`src/rtl/evr_pkg.sv`:
```
package evr_pkg;
  // Fixed pending-vector bit positions; the arbiter decodes the same layout.
  localparam int EMU_B  = 0;
  localparam int RST_B  = 1;
  localparam int NMI_B  = 2;
  localparam int EXC_B  = 3;
  localparam int GDIS_B = 4;
  localparam int GEN_B  = 5;

  typedef enum logic [1:0] {
    KIND_EMU = 2'd0,
    KIND_NMI = 2'd1,
    KIND_EXC = 2'd2,
    KIND_INT = 2'd3
  } ret_kind_e;
endpackage

```
`src/rtl/evr_level_find.sv`:
```
module evr_level_find #(
  parameter int N  = 16,
  parameter int LW = $clog2(N) + 1
) (
  input  logic [N-1:0]  vec,
  output logic          active,
  output logic [LW-1:0] lvl
);
  // Lowest set bit wins: scan downward so the last hit is the smallest index.
  always_comb begin
    active = 1'b0;
    lvl    = '0;
    for (int i = N - 1; i >= 0; i--) begin
      if (vec[i]) begin
        active = 1'b1;
        lvl    = LW'(i);
      end
    end
  end
endmodule

```
`src/rtl/evr_legal.sv`:
```
module evr_legal #(
  parameter int LW = 5
) (
  input  evr_pkg::ret_kind_e kind,
  input  logic               active,
  input  logic [LW-1:0]      cur_lvl,
  input  logic [LW-1:0]      ret_lvl,
  output logic               legal
);
  import evr_pkg::*;

  logic at_emu, at_nmi, at_exc;

  assign at_emu = active && (cur_lvl == LW'(EMU_B));
  assign at_nmi = active && (cur_lvl == LW'(NMI_B));
  assign at_exc = active && (cur_lvl == LW'(EXC_B));

  always_comb begin
    unique case (kind)
      KIND_EMU: legal = at_emu;
      KIND_NMI: legal = at_nmi;
      KIND_EXC: legal = at_exc;
      default:  legal = active && !at_emu && !at_nmi && !at_exc
                        && (ret_lvl != LW'(GDIS_B));
    endcase
  end
endmodule

```
`src/rtl/evr_next.sv`:
```
module evr_next #(
  parameter int N  = 16,
  parameter int AW = 32,
  parameter int LW = $clog2(N) + 1
) (
  input  logic [N-1:0]  pend_clr,
  input  logic [LW-1:0] ret_lvl,
  input  logic [AW-1:0] addr,
  output logic [N-1:0]  pend_nx,
  output logic [AW-1:0] tgt_nx,
  output logic          user_nx
);
  import evr_pkg::*;

  localparam logic [N-1:0] NON_LVL = (N'(1) << EMU_B) | (N'(1) << GDIS_B);

  logic nest_tag;
  logic drop_gdis;

  assign nest_tag  = addr[0];
  assign drop_gdis = (ret_lvl >= LW'(GEN_B)) || (ret_lvl == LW'(RST_B));

  always_comb begin
    pend_nx = pend_clr;
    for (int i = 0; i < N; i++) begin
      if (!nest_tag && (ret_lvl == LW'(i))) pend_nx[i] = 1'b0;
    end
    if (drop_gdis) pend_nx[GDIS_B] = 1'b0;
  end

  assign tgt_nx  = {addr[AW-1:1], 1'b0};
  assign user_nx = ((pend_nx & ~NON_LVL) == '0);
endmodule

```
`src/rtl/evret_unit.sv`:
```
module evret_unit #(
  parameter int N  = 16,
  parameter int AW = 32,
  parameter int LW = $clog2(N) + 1
) (
  input  logic          clk,
  input  logic          rst_n,
  input  logic          cmd_valid,
  input  logic [1:0]    cmd_kind,
  input  logic          cmd_use_cur,
  input  logic [LW-1:0] cmd_level,
  input  logic [N-1:0]  pend_in,
  input  logic [AW-1:0] ret_addr,
  output logic          done,
  output logic [N-1:0]  pend_out,
  output logic [AW-1:0] target,
  output logic          illegal_req,
  output logic          range_err,
  output logic          to_user,
  output logic          rescan
);
  import evr_pkg::*;

  localparam logic [N-1:0] EMU_M  = N'(1) << EMU_B;
  localparam logic [N-1:0] GDIS_M = N'(1) << GDIS_B;

  ret_kind_e     kind;
  logic [N-1:0]  pend_clr, lvl_vec, pend_nx;
  logic          active, legal, lvl_bad, user_nx;
  logic [LW-1:0] cur_lvl, ret_lvl;
  logic [AW-1:0] tgt_nx;

  // next-state signals
  logic          done_d, ill_d, rng_d, usr_d, scan_d;
  logic [N-1:0]  pend_d;
  logic [AW-1:0] tgt_d;

  assign kind     = ret_kind_e'(cmd_kind);
  assign pend_clr = pend_in & ~EMU_M;
  assign lvl_vec  = pend_clr & ~GDIS_M;
  assign lvl_bad  = (kind == KIND_INT) && !cmd_use_cur && (cmd_level >= LW'(N));

  evr_level_find #(.N(N), .LW(LW)) u_find (
    .vec    (lvl_vec),
    .active (active),
    .lvl    (cur_lvl)
  );

  always_comb begin
    unique case (kind)
      KIND_EMU: ret_lvl = LW'(EMU_B);
      KIND_NMI: ret_lvl = LW'(NMI_B);
      KIND_EXC: ret_lvl = LW'(EXC_B);
      default:  ret_lvl = cmd_use_cur ? cur_lvl : cmd_level;
    endcase
  end

  evr_legal #(.LW(LW)) u_legal (
    .kind    (kind),
    .active  (active),
    .cur_lvl (cur_lvl),
    .ret_lvl (ret_lvl),
    .legal   (legal)
  );

  evr_next #(.N(N), .AW(AW), .LW(LW)) u_next (
    .pend_clr (pend_clr),
    .ret_lvl  (ret_lvl),
    .addr     (ret_addr),
    .pend_nx  (pend_nx),
    .tgt_nx   (tgt_nx),
    .user_nx  (user_nx)
  );

  always_comb begin
    done_d = 1'b0;
    ill_d  = 1'b0;
    rng_d  = 1'b0;
    usr_d  = 1'b0;
    scan_d = 1'b0;
    pend_d = pend_out;
    tgt_d  = target;
    if (cmd_valid) begin
      done_d = 1'b1;
      if (lvl_bad) begin
        rng_d  = 1'b1;
        pend_d = pend_in;
      end else begin
        scan_d = 1'b1;
        if (legal) begin
          pend_d = pend_nx;
          tgt_d  = tgt_nx;
          usr_d  = user_nx;
        end else begin
          ill_d  = 1'b1;
          pend_d = pend_clr;
          tgt_d  = '0;
        end
      end
    end
  end

  always_ff @(posedge clk or negedge rst_n) begin
    if (!rst_n) begin
      done        <= 1'b0;
      illegal_req <= 1'b0;
      range_err   <= 1'b0;
      to_user     <= 1'b0;
      rescan      <= 1'b0;
      pend_out    <= '0;
      target      <= '0;
    end else begin
      done        <= done_d;
      illegal_req <= ill_d;
      range_err   <= rng_d;
      to_user     <= usr_d;
      rescan      <= scan_d;
      if (cmd_valid) begin
        pend_out <= pend_d;
        target   <= tgt_d;
      end
    end
  end
endmodule

```
`config.mk`:
```
export PLATFORM = sky130hd
export DESIGN_NAME = evret_unit
export DESIGN_NICKNAME = d
export VERILOG_FILES = /design/src/rtl/evr_pkg.sv /design/src/rtl/evr_level_find.sv /design/src/rtl/evr_legal.sv /design/src/rtl/evr_next.sv /design/src/rtl/evret_unit.sv
export SDC_FILE = /design/constraint.sdc
export NUM_CORES = 1
export LEC_CHECK = 0
export ABC_CLOCK_PERIOD_IN_PS = 900
export BUFFER_PORTS_ARGS = -buffer_cell sky130_fd_sc_hd__buf_2
export CORE_MARGIN = 5
export CORE_UTILIZATION = 54
export CTS_BUF_LIST = sky130_fd_sc_hd__clkbuf_4
export CTS_CLUSTER_DIAMETER = 200
export CTS_CLUSTER_SIZE = 12
export DETAILED_ROUTE_END_ITERATION = 7
export GPL_TIMING_DRIVEN = 0
export PLACE_DENSITY = 0.88
export SLEW_MARGIN = 20
export SYNTH_ARGS = -nofsm -noshare
export SYNTH_HDL_FRONTEND = slang
export SYNTH_SLANG_ARGS = --single-unit
```
`constraint.sdc`:
```
create_clock -name clk -period 0.9 [get_ports clk]
set_input_delay 0.09 -clock clk [delete_from_list [all_inputs] [get_ports clk]]
set_output_delay 0.09 -clock clk [all_outputs]
set_load 0.005 [all_outputs]
```
==> impl_results.md, run 1 <==
* Post-synth top cells: 72 x nand2_1, 52 x dfrtp_1, 49 x o21ai_0
* WEP type: register input
* Seq/Total Area, Yosys at 0.480
* Starting Density at 0.567
* Mean Syn Cell Area at 8.53 um^2
* # rows at 25
* Synthesized flop and latch total at 52
* Worst endpoint, post-GRT repair: to_user$_DFF_PN0_/D
* Ranking of synthesized cells by area: dfrtp_1 48%, nand2_1 10%, o21ai_0 9.0%
* IO buf count at around 110
* Outcome: aborted with a tool error
* Pre-CTS WS at -1.62 ns
* Post-synth top area share at 0.480
* Clock net sink count at 52
* Total CTS buffers at 5
* Die height at 80.9 um
* Gpl congestion at 0.900
* Halt Stage: global routing
* H-tree Lvls at 2
* Longest Clk Path Bufs at 2
* Top-count cell post-synth: nand2_1
* Ys Warns at 0
* I/O pin count at between 100 and 150
* Largest net degree at the start of global routing at 53
* Syn Inst Count at 318
* Ys async rst share at 1.00
* Largest area contributor in the netlist: dfrtp_1
* Post-synth EDFFs at 0
* Post-DP HPWL at ~6.0 mm
* First error in the log: [ERROR DPL-0038] Utilization greater than 100%, impossible to legalize
* Area after DPL at 3500 um^2
* Net Count, Synth at around 380
* Die width at 80.9 um
* CTS root buffer: clkbuf_4
* Post-synthesis cell area at 2710 um^2
* Post-synth cell types at 46
* Top FF cell, synth: dfrtp_1
## cell families after synthesis
family	synth area share
and+or+nand+nor	0.216
AOI/OAI and AO/OA	0.216
DFF	0.480
buffers and inverters	0.0646
adders and majority gates	0.0185
muxes	0.00369
other	0.00138
## through the flow
| step | hold slack, ns | TNS, ns | instances | utilization |
|---|---|---|---|---|
| 2_1_floorplan | -0.206 | -44.99 | 318 | - |
| 3_3_place_gp | 0.321 | -70.42 | 494 | 0.732 |
| 3_5_place_dp | 0.316 | -72.39 | 494 | 0.732 |
| 4_1_cts | -0.0830 | -51.34 | 566 | 0.911 |
## what timing repair did
| item | CTS |
|---|---|
| endpoints found under the hold margin | 91 |
| cloned | 1 |
| setup buffers | 27 |
| gates resized for setup | 48 |
| pin swaps | 24 |
| hold buffers | 39 |
| endpoints found under the setup margin | 100 |
==> run 2: changes to the inputs <==
- CORE_UTILIZATION: 54 -> 40
- CTS_BUF_LIST: sky130_fd_sc_hd__clkbuf_4 -> not set
- CTS_CLUSTER_DIAMETER: 200 -> not set
- CTS_CLUSTER_SIZE: 12 -> not set
- PLACE_DENSITY: 0.88 -> not set
- PLACE_DENSITY_LB_ADDON: not set -> 0.15
==> run 2 against run 1 <==
  * The flow now finishes, with violations (negative setup slack)
  * Synthesized cell count stayed put
  * Synthesized area unchanged
==> impl_results.md, run 2 <==
* Largest net degree at the start of global routing at 53
* Post-synth top area share at 0.480 (unchanged)
* Gpl congestion at 0.850 (was 0.900)
* Clock transition at the registers of the reported paths at 0.10 ns
* First-pass GRT wire length at 13.9 mm
* DR WL/cell at between 15 and 20 um
* Placed Cells incl. Taps at 507 (was 494)
* Max Slew Vio Count at 0
* Power Total at 5.86 mW
* Ys Warns at 0 (unchanged)
* WL final at ~9.3 mm
* Fmax at 453 MHz
* Post-DP HPWL at 5.86 mm (was 6.02 mm)
* Drt drc at 0
* Largest area contributor in the netlist: dfrtp_1 (unchanged)
* Ys async rst share at 1.00 (unchanged)
* CP top delay family: simple AND/OR/NAND/NOR gates
* Nets at ~560
* Initial antenna violation count at 0
* Longest Clk Path Bufs at 2 (unchanged)
* Top-count cell post-synth: nand2_1 (unchanged)
* Post-synth top cells: 72 x nand2_1, 52 x dfrtp_1, 49 x o21ai_0 (unchanged)
* Post-synthesis cell area at 2710 um^2 (unchanged)
* Hold Startpoint: ret_addr[12]
* # rows at 30 (was 25)
* CTS root buffer: clkbuf_8 (was clkbuf_4)
* Period minus WS final at 2.21 ns
* IO buf count at 109 (unchanged)
* Actual slew at the worst max-slew pin at 0.632 ns
* Layout cells sized above 1 at 0.528
* Syn Inst Count at 318 (unchanged)
* Top reg by flops: target
* Max capacitance violation total at 0
* Outcome: finished with violations (was aborted with a tool error)
* Number of flip-flops in the largest register at 31
* Crit. End Element: register
* Regs by FF count: target: 31 flops, pend_out: 16 flops
* Via count at 3045
* Leakage at 2.30 nW
* Most common cell after layout, fill and taps aside: buf_2
* Clock net sink count at 52 (unchanged)
* TritonCTS clock tree: yes
* Crit Path Class: primary input to register
* Total grt overflow at 0
* Final Hold Fails at 0
* Slowest stage delay, CP at roughly 0.44 ns
* Final setup fails at 97
* Cell Pwr Density at 1240 nW/um^2
* Grt met2 use at 0.341
* I/O pin count at 112 (unchanged)
* Area grow syn2layout at 74.4%
* RSZ-0062 raised after global routing: true
* Setup ws final at -1.31 ns
* Die width at 92.3 um (was 80.9 um)
* Net Count, Synth at 381 (unchanged)
* Met1 GRT Util at 0.254
* Ant diodes at 0
* Slowest CP cell: or3b_4
* Hold Crit Class: primary input to register
* M3 GR Usage at 0.0512
* DRT iter0 DRCs at 162
* Post-synth cell types at 46 (unchanged)
* Seq/Total Area, Yosys at 0.480 (unchanged)
* Crit path from: pend_in[14]
* Core Footprint at 6680 um^2
* All-layer global routing usage at 0.202
* Final core occ at 0.708
* Vias in the first global route at 2957
* Max IR drop VDD at 0.000766 V
* Synthesized flop and latch total at 52 (unchanged)
* Die ar. at 8520 um^2
* Post-Layout Cell Count at 580
* Ranking of synthesized cells by area: dfrtp_1 48%, nand2_1 10%, o21ai_0 9.0% (unchanged)
* Post-synth EDFFs at 0 (unchanged)
* Most frequent cells in the layout: 96 x buf_2, 69 x nand2_1, 52 x dfrtp_1, 44 x buf_4, 32 x o21ai_2
* Final Cycle Share at 2.45
* Worst Path Max Fanout at 5
* Mean Syn Cell Area at 8.53 um^2 (unchanged)
* Final Skew at 0 ns
* Startpoint types: primary input
* Total CTS buffers at 5 (unchanged)
* Failing checks: negative setup slack
* GR peak layer: met2
* Die height at 92.3 um (was 80.9 um)
* Worst Path Required at ~1.1 ns
* H-tree Lvls at 2 (unchanged)
* First-pass iteration count of the detailed router at 4
* Worst path bufs/invs at 1
* Slew HR at 0.579
* Setup tns final at -48.36 ns
* Worst endpoint data arrival time at 2.42 ns
* ANT nets after route at 0
* Starting Density at 0.406 (was 0.567)
* Origin of the critical flop-to-flop path: target[7]
* Top FF cell, synth: dfrtp_1 (unchanged)
* Insertion delay to the later sink of the worst-skew pair at 0.31 ns
* DR vias/cell at 5.25
* Pre-CTS WS at -1.66 ns (was -1.62 ns)
* Worst-path cell chain: buf_6 > nor4_4 > o21ai_2 > a22oi_2 > or3b_4 > o31a_4 > nor4b_4 > o31ai_2 > nor4_2
-- run 2: cells by family after synthesis --
kind of cell,Yosys count,share of synthesized area
simple gates,124,0.216
flops,52,0.480
buf+inv,45,0.0646
compound gates,91,0.216
other cells,1,0.00138
mux,1,0.00369
fa+ha+maj,4,0.0185
-- run 2: routing by layer --
layer,routed length [um],up-vias
li1,-,1459
met1,3740,1453
met2,4730,111
met3,609,22
met4,214,0
met5,0,-
-- run 2: final cells by class --
cell class / count / area (um^2)
Sequential cell: 52 / 1300
Buffer: 17 / 166
Multi-Input combinational cell: 221 / 1690
Tap cell: 80 / 100
Clock inverter: 2 / 13.8
Fill cell: 525 / 1950
Inverter: 25 / 104
Timing Repair Buffer: 177 / 1280
Clock buffer: 6 / 72.6
-- run 2: worst register-to-register path, delay by kind of cell, from the launching register on --
family | cells | cell delay, ns
AOI/OAI and AO/OA | 1 | 0.06
buffers and inverters | 2 | 0.25
and+or+nand+nor | 1 | 0.07
DFF | 1 | 0.40
-- run 2: where the power goes --
part	switching, mW	internal, mW	total (mW)
clock network	0.842	0.558	1.40
registers	0.0862	2.51	2.60
logic	0.905	0.952	1.86
-- run 2: worst paths after layout --
kind | endpoint | slack [ns] | cells after the start
setup reg to reg | target[7] | 0.03 | 4
max in group asynchronous | pend_out[1] | 0.28 | 2
min in group asynchronous | pend_out[5] | 0.28 | 2
hold / removal | target[12] | 0.007 | 3
setup / recovery | to_user | -1.31 | 9
hold reg to reg | target[11] | 0.48 | 2
-- run 2: repair_timing --
action                                  CTS  global route
pin swaps                                27            54
endpoints found under the hold margin    61             1
endpoints found under the setup margin   99           153
hold buffers                             10             1
setup buffers                            28            27
gates resized for setup                  67           105
gates cloned                              2             2
-- run 2: per-stage QoR --
step | cell area [um^2] | hold slack (ns)
3_3_place_gp | 3520 | 0.327
4_1_cts | 4200 | 0.0000418
3_5_place_dp | 3520 | 0.164
6_report | 4730 | 0.00678
2_1_floorplan | 2870 | -0.206
5_1_grt | 4730 | -0.000472
Note: power is estimated with default switching activity, not from simulation.
==> run 3: changes to the inputs <==
- ABC_AREA: not set -> 1
- CORE_ASPECT_RATIO: not set -> 0.9
==> run 3 against run 2 <==
  * Worst hold slack improved by 0.0036 ns
  * Register-to-register slack improved by 0.03 ns
  * Critical endpoint is now target[31]
  * Die area up 11%
  * Largest power group unchanged
  * Synthesized area increased by 12%
  * Combinational power is 13% lower
  * The run still ends with negative setup slack left
  * Sequential cell count is the same
  * Critical path depth rose by 7
  * Power shrank 0.51%
  * Design area shrank 2.7%
  * Global-route usage fell by 1.5 points
  * Non-clock buffer count decreased by 16
  * Highest routed layer unchanged
  * Final cell count increased by 16%
==> impl_results.md, run 3 <==
* Outcome: finished with violations (unchanged)
* Failing checks: negative setup slack (unchanged)
* Number of flip-flops in the largest register at 31 (unchanged)
* Post-synth top area share at 0.428 (was 0.480)
* Final setup fails at 76 (was 97)
* Initial antenna violation count at 0 (unchanged)
* Power Total at 5.83 mW (was 5.86 mW)
* Area after DPL at 3770 um^2 (was 3520 um^2)
* Crit. End Element: register (unchanged)
* Ys Warns at 0 (unchanged)
* Crit Path Class: primary input to register (unchanged)
* Die height at 92.7 um (was 92.3 um)
* Max capacitance violation total at 0 (unchanged)
* # rows at 30 (unchanged)
* Worst Path Max Fanout at 10 (was 5)
* Sequential Power Share at 0.447 (was 0.444)
* Post-DP HPWL at 6.27 mm (was 5.86 mm)
* Net Count, Synth at 468 (was 381)
* Synthesized flop and latch total at 52 (unchanged)
* CTS root buffer: clkbuf_8 (unchanged)
* Post-synth top cells: 157 x nand2_1, 52 x dfrtp_1, 47 x inv_1 (was 72 x nand2_1, 52 x dfrtp_1, 49 x o21ai_0)
* Combinational power share at 0.278 (was 0.317)
* TritonCTS clock tree: yes (unchanged)
* Hold Crit Class: primary input to register (unchanged)
* Largest net degree at the start of global routing at 53 (unchanged)
* Sw Share at 0.294 (was 0.313)
* Clock transition at the registers of the reported paths at 0.10 ns (about the same)
* Final Hold Fails at 0 (unchanged)
* Fmax at 620 MHz (was 453 MHz)
* DR WL/cell at 13.8 um (was 16.0 um)
* All-layer global routing usage at 0.186 (was 0.202)
* First-pass GRT wire length at 14.3 mm (was 13.9 mm)
* Core Footprint at 7470 um^2 (was 6680 um^2)
* Layout cells sized above 1 at 0.446 (was 0.528)
* Post-Layout Cell Count at 670 (was 580)
* Met1 wire length at 4.05 mm (was 3.74 mm)
* Drt drc at 0 (unchanged)
* Vias in the first global route at 3060 (was 2957)
* Period minus WS final at 1.61 ns (was 2.21 ns)
* Most common cell after layout, fill and taps aside: nand2_1 (was buf_2)
* Worst Path Required at 1.10 ns (was 1.11 ns)
* DR vias/cell at 4.82 (was 5.25)
* Top FF cell, synth: dfrtp_1 (unchanged)
* Met3 wire len at 583 um (was 609 um)
* Ranking of synthesized cells by area: dfrtp_1 43%, nand2_1 19%, nand3_2 10% (was dfrtp_1 48%, nand2_1 10%, o21ai_0 9.0%)
* Leakage at 2.65 nW (was 2.30 nW)
* Final Skew at 0 ns (unchanged)
* Total CTS buffers at 5 (unchanged)
* Max Slew Vio Count at 0 (unchanged)
* Placed Cells incl. Taps at 610 (was 507)
* Area grow syn2layout at 51.2% (was 74.4%)
* IO buf count at 109 (unchanged)
* Nets at 636 (was 562)
* Die width at 102 um (was 92.3 um)
* Final Instance Area at 4600 um^2 (was 4730 um^2)
* Power Internal at 4.11 mW (was 4.02 mW)
* H-tree Lvls at 2 (unchanged)
* Register area at 1300 um^2 (unchanged)
* Syn Inst Count at 405 (was 318)
* Most frequent cells in the layout: 151 x nand2_1, 103 x buf_2, 52 x dfrtp_1 (was 96 x buf_2, 69 x nand2_1, 52 x dfrtp_1, 44 x buf_4, 32 x o21ai_2)
* Longest Clk Path Bufs at 2 (unchanged)
* Worst endpoint data arrival time at 1.81 ns (was 2.42 ns)
* First-pass iteration count of the detailed router at 4 (unchanged)
* Top reg by flops: target (unchanged)
* Clock net sink count at 52 (unchanged)
* Startpoint types: primary input (unchanged)
* Clock share of power at 0.275 (was 0.239)
* Via count at 3231 (was 3045)
* Gpl congestion at 0.882 (was 0.850)
* Die ar. at 9450 um^2 (was 8520 um^2)
* Max IR drop VDD at 0.000957 V (was 0.000766 V)
* WL met2 at 4.54 mm (was 4.73 mm)
* Net load switching power at 1.71 mW (was 1.83 mW)
* DRT iter0 DRCs at 170 (was 162)
* Post-synthesis cell area at 3040 um^2 (was 2710 um^2)
* Post-synth EDFFs at 0 (unchanged)
* Setup ws final at -0.713 ns (was -1.31 ns)
* Mean Syn Cell Area at 7.51 um^2 (was 8.53 um^2)
* ANT nets after route at 0 (unchanged)
* Cell Pwr Density at 1270 nW/um^2 (was 1240 nW/um^2)
* Largest area contributor in the netlist: dfrtp_1 (unchanged)
* Ant diodes at 0 (unchanged)
* Post-synth cell types at 29 (was 46)
* Ys async rst share at 1.00 (unchanged)
* RSZ-0062 raised after global routing: true (unchanged)
* Regs by FF count: target: 31 flops, pend_out: 16 flops (unchanged)
* Final Cycle Share at 1.79 (was 2.45)
* Total grt overflow at 0 (unchanged)
* Insertion delay to the later sink of the worst-skew pair at 0.30 ns (was 0.31 ns)
* Multi-input combinational cell area at 1640 um^2 (was 1690 um^2)
* WL final at 9.24 mm (was 9.29 mm)
* Top routing layer used: met4 (unchanged)
* I/O pin count at 112 (unchanged)
* Top-count cell post-synth: nand2_1 (unchanged)
* Starting Density at 0.407 (was 0.406)
* Fill cells at 680 (was 525)
* Seq/Total Area, Yosys at 0.428 (was 0.480)
==> run 3: cell count changes after synthesis, moves of 5 or more <==
cell	change
clkbuf_1	-9
nand3_2	+31
o21ai_0	-44
nand4_1	+21
nand2_1	+85
nand3_1	+23
nor2_1	+11
nor3_1	-7
o311ai_0	-5
o211ai_1	-9
inv_1	+22
==> run 3: final timing paths <==
check	slack, ns	startpoint	cells after the start	endpoint
max reg2reg	0.06	target[17]	4	target[17]
max in group asynchronous	0.26	rst_n	2	pend_out[14]
min	0.01	ret_addr[12]	3	target[12]
min in group asynchronous	0.28	rst_n	2	target[1]
min reg2reg	0.48	target[29]	2	target[29]
max	-0.71	pend_in[8]	16	target[31]
==> run 3: metal layers <==
layer / vias up / global-route usage
met2: 96 / 0.314
li1: 1604 / -
met1: 1522 / 0.249
met5: - / 0
met4: 0 / 0.0350
met3: 9 / 0.0377
==> run 3: power groups by stage <==
| stage | combinational (mW) | sequential [mW] | clock, mW |
|---|---|---|---|
| 5_1_grt | 1.78 | 2.63 | 1.73 |
| 3_5_place_dp | 1.20 | 2.65 | 0 |
| 6_report | 1.62 | 2.60 | 1.60 |
| 3_3_place_gp | 1.18 | 2.65 | 0 |
| 4_1_cts | 1.46 | 2.60 | 1.66 |
| 2_1_floorplan | 0.614 | 2.67 | 0 |
==> run 3: timing repair <==
action | 4_1_cts | 5_1_grt
gates resized for setup | 49 | 30
gates cloned | 2 | 1
hold buffers | 5 | 0
hold endpoints to repair | 56 | 0
setup buffers | 26 | 19
setup endpoints to repair | 98 | 153
pin swaps | 32 | 33
==> run 3: cell type report <==
class / count / area share
timing repair buffer: 162 / 0.239
clock inverter: 2 / 0.00843
tap: 96 / 0.0261
multi-input combinational: 286 / 0.357
inverter: 50 / 0.0432
buffer: 16 / 0.0277
sequential: 52 / 0.283
clock buffer: 6 / 0.0158
==> run 3: cell families (layout without fill, tap and decap cells) <==
group / count (synthesis) / in the layout / synth area share
simple gates: 268 / 268 / 0.432
buf+inv: 67 / 236 / 0.0929
flops: 52 / 52 / 0.428
compound gates: 13 / 13 / 0.0300
fa+ha+maj: 4 / 4 / 0.0164
other cells: 1 / 1 / 0.00123
==> run 3: metrics by stage <==
step | setup slack, ns | TNS [ns] | util | hold WS (ns)
after floorplan | -0.712 | -31.61 | - | -0.206
after global placement | -1.12 | -64.42 | 0.504 | 0.230
after detailed placement | -1.15 | -52.84 | 0.504 | 0.168
after CTS | -0.654 | -31.04 | 0.579 | 0.00268
after global routing | -0.934 | -42.06 | 0.616 | 0.00709
final | -0.713 | -33.02 | 0.616 | 0.0104
==> run 3: worst max-delay path, stage by stage <==
cell and delay (ns):
buf_2 0.13, inv_2 0.07, nand4_1 0.15, nor2_2 0.15, nor2_2 0.05, nor2_1 0.11, nor2_2 0.07, nor2_2 0.17
nand2_2 0.11, o21ai_2 0.15, nand2_2 0.10, nand2_4 0.11, inv_8 0.07, buf_12 0.15, nand3_2 0.06, nand2_1 0.06
==> run 4: changes to the inputs <==
- SYNTH_HIERARCHICAL: not set -> 1
==> run 4 against run 3 <==
  * The flow still finishes with violations (negative setup slack)
  * Clock power about the same
  * Non-clock buffer count grew 3
  * Sequential cell count up 1
  * Fmax shrank 25%
  * Clock skew is the same
  * Setup slack worse by 0.54 ns
  * Final cell count is 14% higher
  * Critical path depth up 14
  * Die area grew 13%
  * Synthesized area up 15%
  * Clock-buffer cell count unchanged
==> impl_results.md, run 4 <==
* Post-synth cell types at 31 (was 29)
* Crit Path Class: primary input to register (unchanged)
* Fmax at 465 MHz (was 620 MHz)
* Max IR drop VDD at 0.000684 V (was 0.000957 V)
* Leakage at 2.69 nW (was 2.65 nW)
* Final Skew at 0 ns (unchanged)
* Final Cycle Share at 2.39 (was 1.79)
* DRT iter0 DRCs at 199 (was 170)
* Layout cells sized above 1 at 0.411 (was 0.446)
* Ranking of synthesized cells by area: dfrtp_1 38%, nand2_1 19%, nand3_1 10% (was dfrtp_1 43%, nand2_1 19%, nand3_2 10%)
* Post-DP HPWL at 7.24 mm (was 6.27 mm)
* DR WL/cell at 12.8 um (was 13.8 um)
* Die width at 109 um (was 102 um)
* Seq/Total Area, Yosys at 0.379 (was 0.428)
* Slowest CP cell: a21oi_2 (was nor2_2)
* Core Footprint at 8570 um^2 (was 7470 um^2)
* ANT nets after route at 0 (unchanged)
* Max capacitance violation total at 0 (unchanged)
* Failing checks: negative setup slack (unchanged)
* Period minus WS final at 2.15 ns (was 1.61 ns)
* Worst Path Max Fanout at 7 (was 10)
* Post-synth top area share at 0.379 (was 0.428)
* Total grt overflow at 0 (unchanged)
* First-pass GRT wire length at 15.3 mm (was 14.3 mm)
* Slowest stage delay, CP at 0.17 ns (about the same)
* Ys Warns at 6 (was 0)
* Final Hold Fails at 0 (unchanged)
* Worst Path Required at 1.09 ns (was 1.10 ns)
* First-pass iteration count of the detailed router at 4 (unchanged)
* Initial antenna violation count at 0 (unchanged)
* I/O pin count at 112 (unchanged)
* Synthesized flop and latch total at 53 (was 52)
* Vias in the first global route at 3185 (was 3060)
* Top FF cell, synth: dfrtp_1 (unchanged)
* Die ar. at 10700 um^2 (was 9450 um^2)
* Area grow syn2layout at 41.8% (was 51.2%)
* Ant diodes at 0 (unchanged)
* DR vias/cell at 4.55 (was 4.82)
* Longest Clk Path Bufs at 2 (unchanged)
* Starting Density at 0.408 (was 0.407)
* RSZ-0062 raised after global routing: true (unchanged)
* Gpl congestion at 0.922 (was 0.882)
* All-layer global routing usage at 0.176 (was 0.186)
* Worst endpoint data arrival time at 2.34 ns (was 1.81 ns)
* Outcome: finished with violations (unchanged)
* Post-synth top cells: 181 x nand2_1, 73 x nand3_1, 53 x dfrtp_1 (was 157 x nand2_1, 52 x dfrtp_1, 47 x inv_1)
* Syn Inst Count at 505 (was 405)
* Actual slew at the worst max-slew pin at 0.609 ns
* Max Slew Vio Count at 0 (unchanged)
* Drt drc at 0 (unchanged)
* Placed Cells incl. Taps at 709 (was 610)
* Largest area contributor in the netlist: dfrtp_1 (unchanged)
* Clock net sink count at 53 (was 52)
* Final core occ at 0.579 (was 0.616)
* Startpoint types: primary input (unchanged)
* Top reg by flops: target (unchanged)
* Top-count cell post-synth: nand2_1 (unchanged)
* IO buf count at 80 (was 109)
* Post-synth EDFFs at 0 (unchanged)
* Most used cell, CP: nand2_1 (was nor2_2)
* Post-synthesis cell area at 3500 um^2 (was 3040 um^2)
* Fill cells at 880 (was 680)
* WL final at 9.75 mm (was 9.24 mm)
* Via count at 3468 (was 3231)
* Total CTS buffers at 5 (unchanged)
* Hold Crit Class: primary input to register (unchanged)
* Largest net degree at the start of global routing at 54 (was 53)
* Most frequent cells in the layout: 163 x nand2_1, 76 x buf_2, 72 x buf_4, 63 x nand3_1, 53 x dfrtp_1 (was 151 x nand2_1, 103 x buf_2, 52 x dfrtp_1)
* Most common cell after layout, fill and taps aside: nand2_1 (unchanged)
* TritonCTS clock tree: yes (unchanged)
* Post-Layout Cell Count at 762 (was 670)
* Setup ws final at -1.25 ns (was -0.713 ns)
* Slew HR at 0.594
* Cell Pwr Density at 1270 nW/um^2 (about the same)
* H-tree Lvls at 2 (unchanged)
* Mean Syn Cell Area at 6.92 um^2 (was 7.51 um^2)
* Number of flip-flops in the largest register at 32 (was 31)
* Insertion delay to the later sink of the worst-skew pair at 0.29 ns (was 0.30 ns)
* Clock transition at the registers of the reported paths at 0.10 ns (about the same)
* Regs by FF count: target: 32 flops, pend_out: 16 flops (was target: 31 flops, pend_out: 16 flops)
* Crit. End Element: register (unchanged)
* # rows at 32 (was 30)
* CTS root buffer: clkbuf_8 (unchanged)
* Die height at 98.7 um (was 92.7 um)
* Final setup fails at 81 (was 76)
* Nets at 703 (was 636)
* Ys async rst share at 1.00 (unchanged)
==> run 4: changes by cell type after synthesis, moves of 5 or more <==
cell / change
buf_2: +5
nand3_1: +50
nand4_1: -20
inv_2: +7
nand3_2: -31
nand2_1: +24
o21ai_1: +15
o21ai_2: +13
buf_4: +34
==> run 4: final timing paths <==
| path | startpoint | end | slack [ns] | cells past startpoint |
|---|---|---|---|---|
| worst min-delay path | ret_addr[18] | target[18] | 0.02 | 3 |
| worst max register to register | pend_out[13] | pend_out[13] | 0.03 | 4 |
| worst min register to register | target[19] | target[19] | 0.48 | 2 |
| max in group asynchronous | rst_n | done | 0.22 | 2 |
| min in group asynchronous | rst_n | pend_out[11] | 0.32 | 2 |
| worst max-delay path | pend_in[14] | pend_out[7] | -1.25 | 30 |
==> run 4: area by class of cell <==
class | count | area, um^2 | share of cell area
Buffer | 56 | 495 | 0.0999
Timing Repair Buffer | 125 | 846 | 0.171
Multi-Input combinational cell | 349 | 1810 | 0.364
Sequential cell | 53 | 1330 | 0.267
Clock inverter | 2 | 38.8 | 0.00782
Inverter | 52 | 224 | 0.0452
Tap cell | 119 | 149 | 0.0300
Clock buffer | 6 | 72.6 | 0.0146
==> run 4: repair_timing <==
item | CTS | global route
hold buffers | 2 | 0
resized for setup | 25 | 72
endpoints found under the setup margin | 98 | 158
endpoints found under the hold margin | 54 | 0
pin swaps | 17 | 19
cloned | 1 | 2
setup buffers | 19 | 21
==> run 4: power breakdown <==
| group | switching, mW | internal (mW) | total (mW) |
|---|---|---|---|
| clock network | 0.773 | 0.836 | 1.61 |
| logic | 1.02 | 0.975 | 2.00 |
| registers | 0.106 | 2.60 | 2.70 |
| total | 1.90 | 4.41 | 6.31 |
==> run 4: cell families after synthesis <==
group / after synthesis / synth area share
buf+inv: 108 / 0.169
other cells: 3 / 0.00322
flops: 53 / 0.379
compound gates: 43 / 0.0813
simple gates: 296 / 0.360
fa+ha+maj: 2 / 0.00716
==> run 4: per-layer routing <==
layer | wire (um) | vias up | track usage
li1 | - | 1818 | -
met1 | 4740 | 1565 | 0.260
met2 | 4430 | 81 | 0.270
met3 | 520 | 4 | 0.0373
met4 | 46 | 0 | 0.0272
met5 | 0 | - | 0
==> run 4: metrics by stage <==
step	total power [mW]	cell area (um^2)	hold slack (ns)	TNS (ns)	setup slack (ns)
finish	6.31	4960	0.0190	-55.95	-1.25
floorplan	3.68	3590	-0.206	-53.89	-1.20
CTS	6.09	4510	0.0272	-57.72	-1.24
global placement	4.26	4140	0.215	-97.60	-1.83
global route	6.71	4960	0.0106	-66.91	-1.48
detailed placement	4.27	4140	0.175	-87.67	-1.94
==> run 4: worst max-delay path, delay by kind of cell <==
kind	cells	cell delay, ns
buffers and inverters	8	0.83
AND/OR/NAND/NOR	20	1.08
AO/OA/AOI/OAI	2	0.33
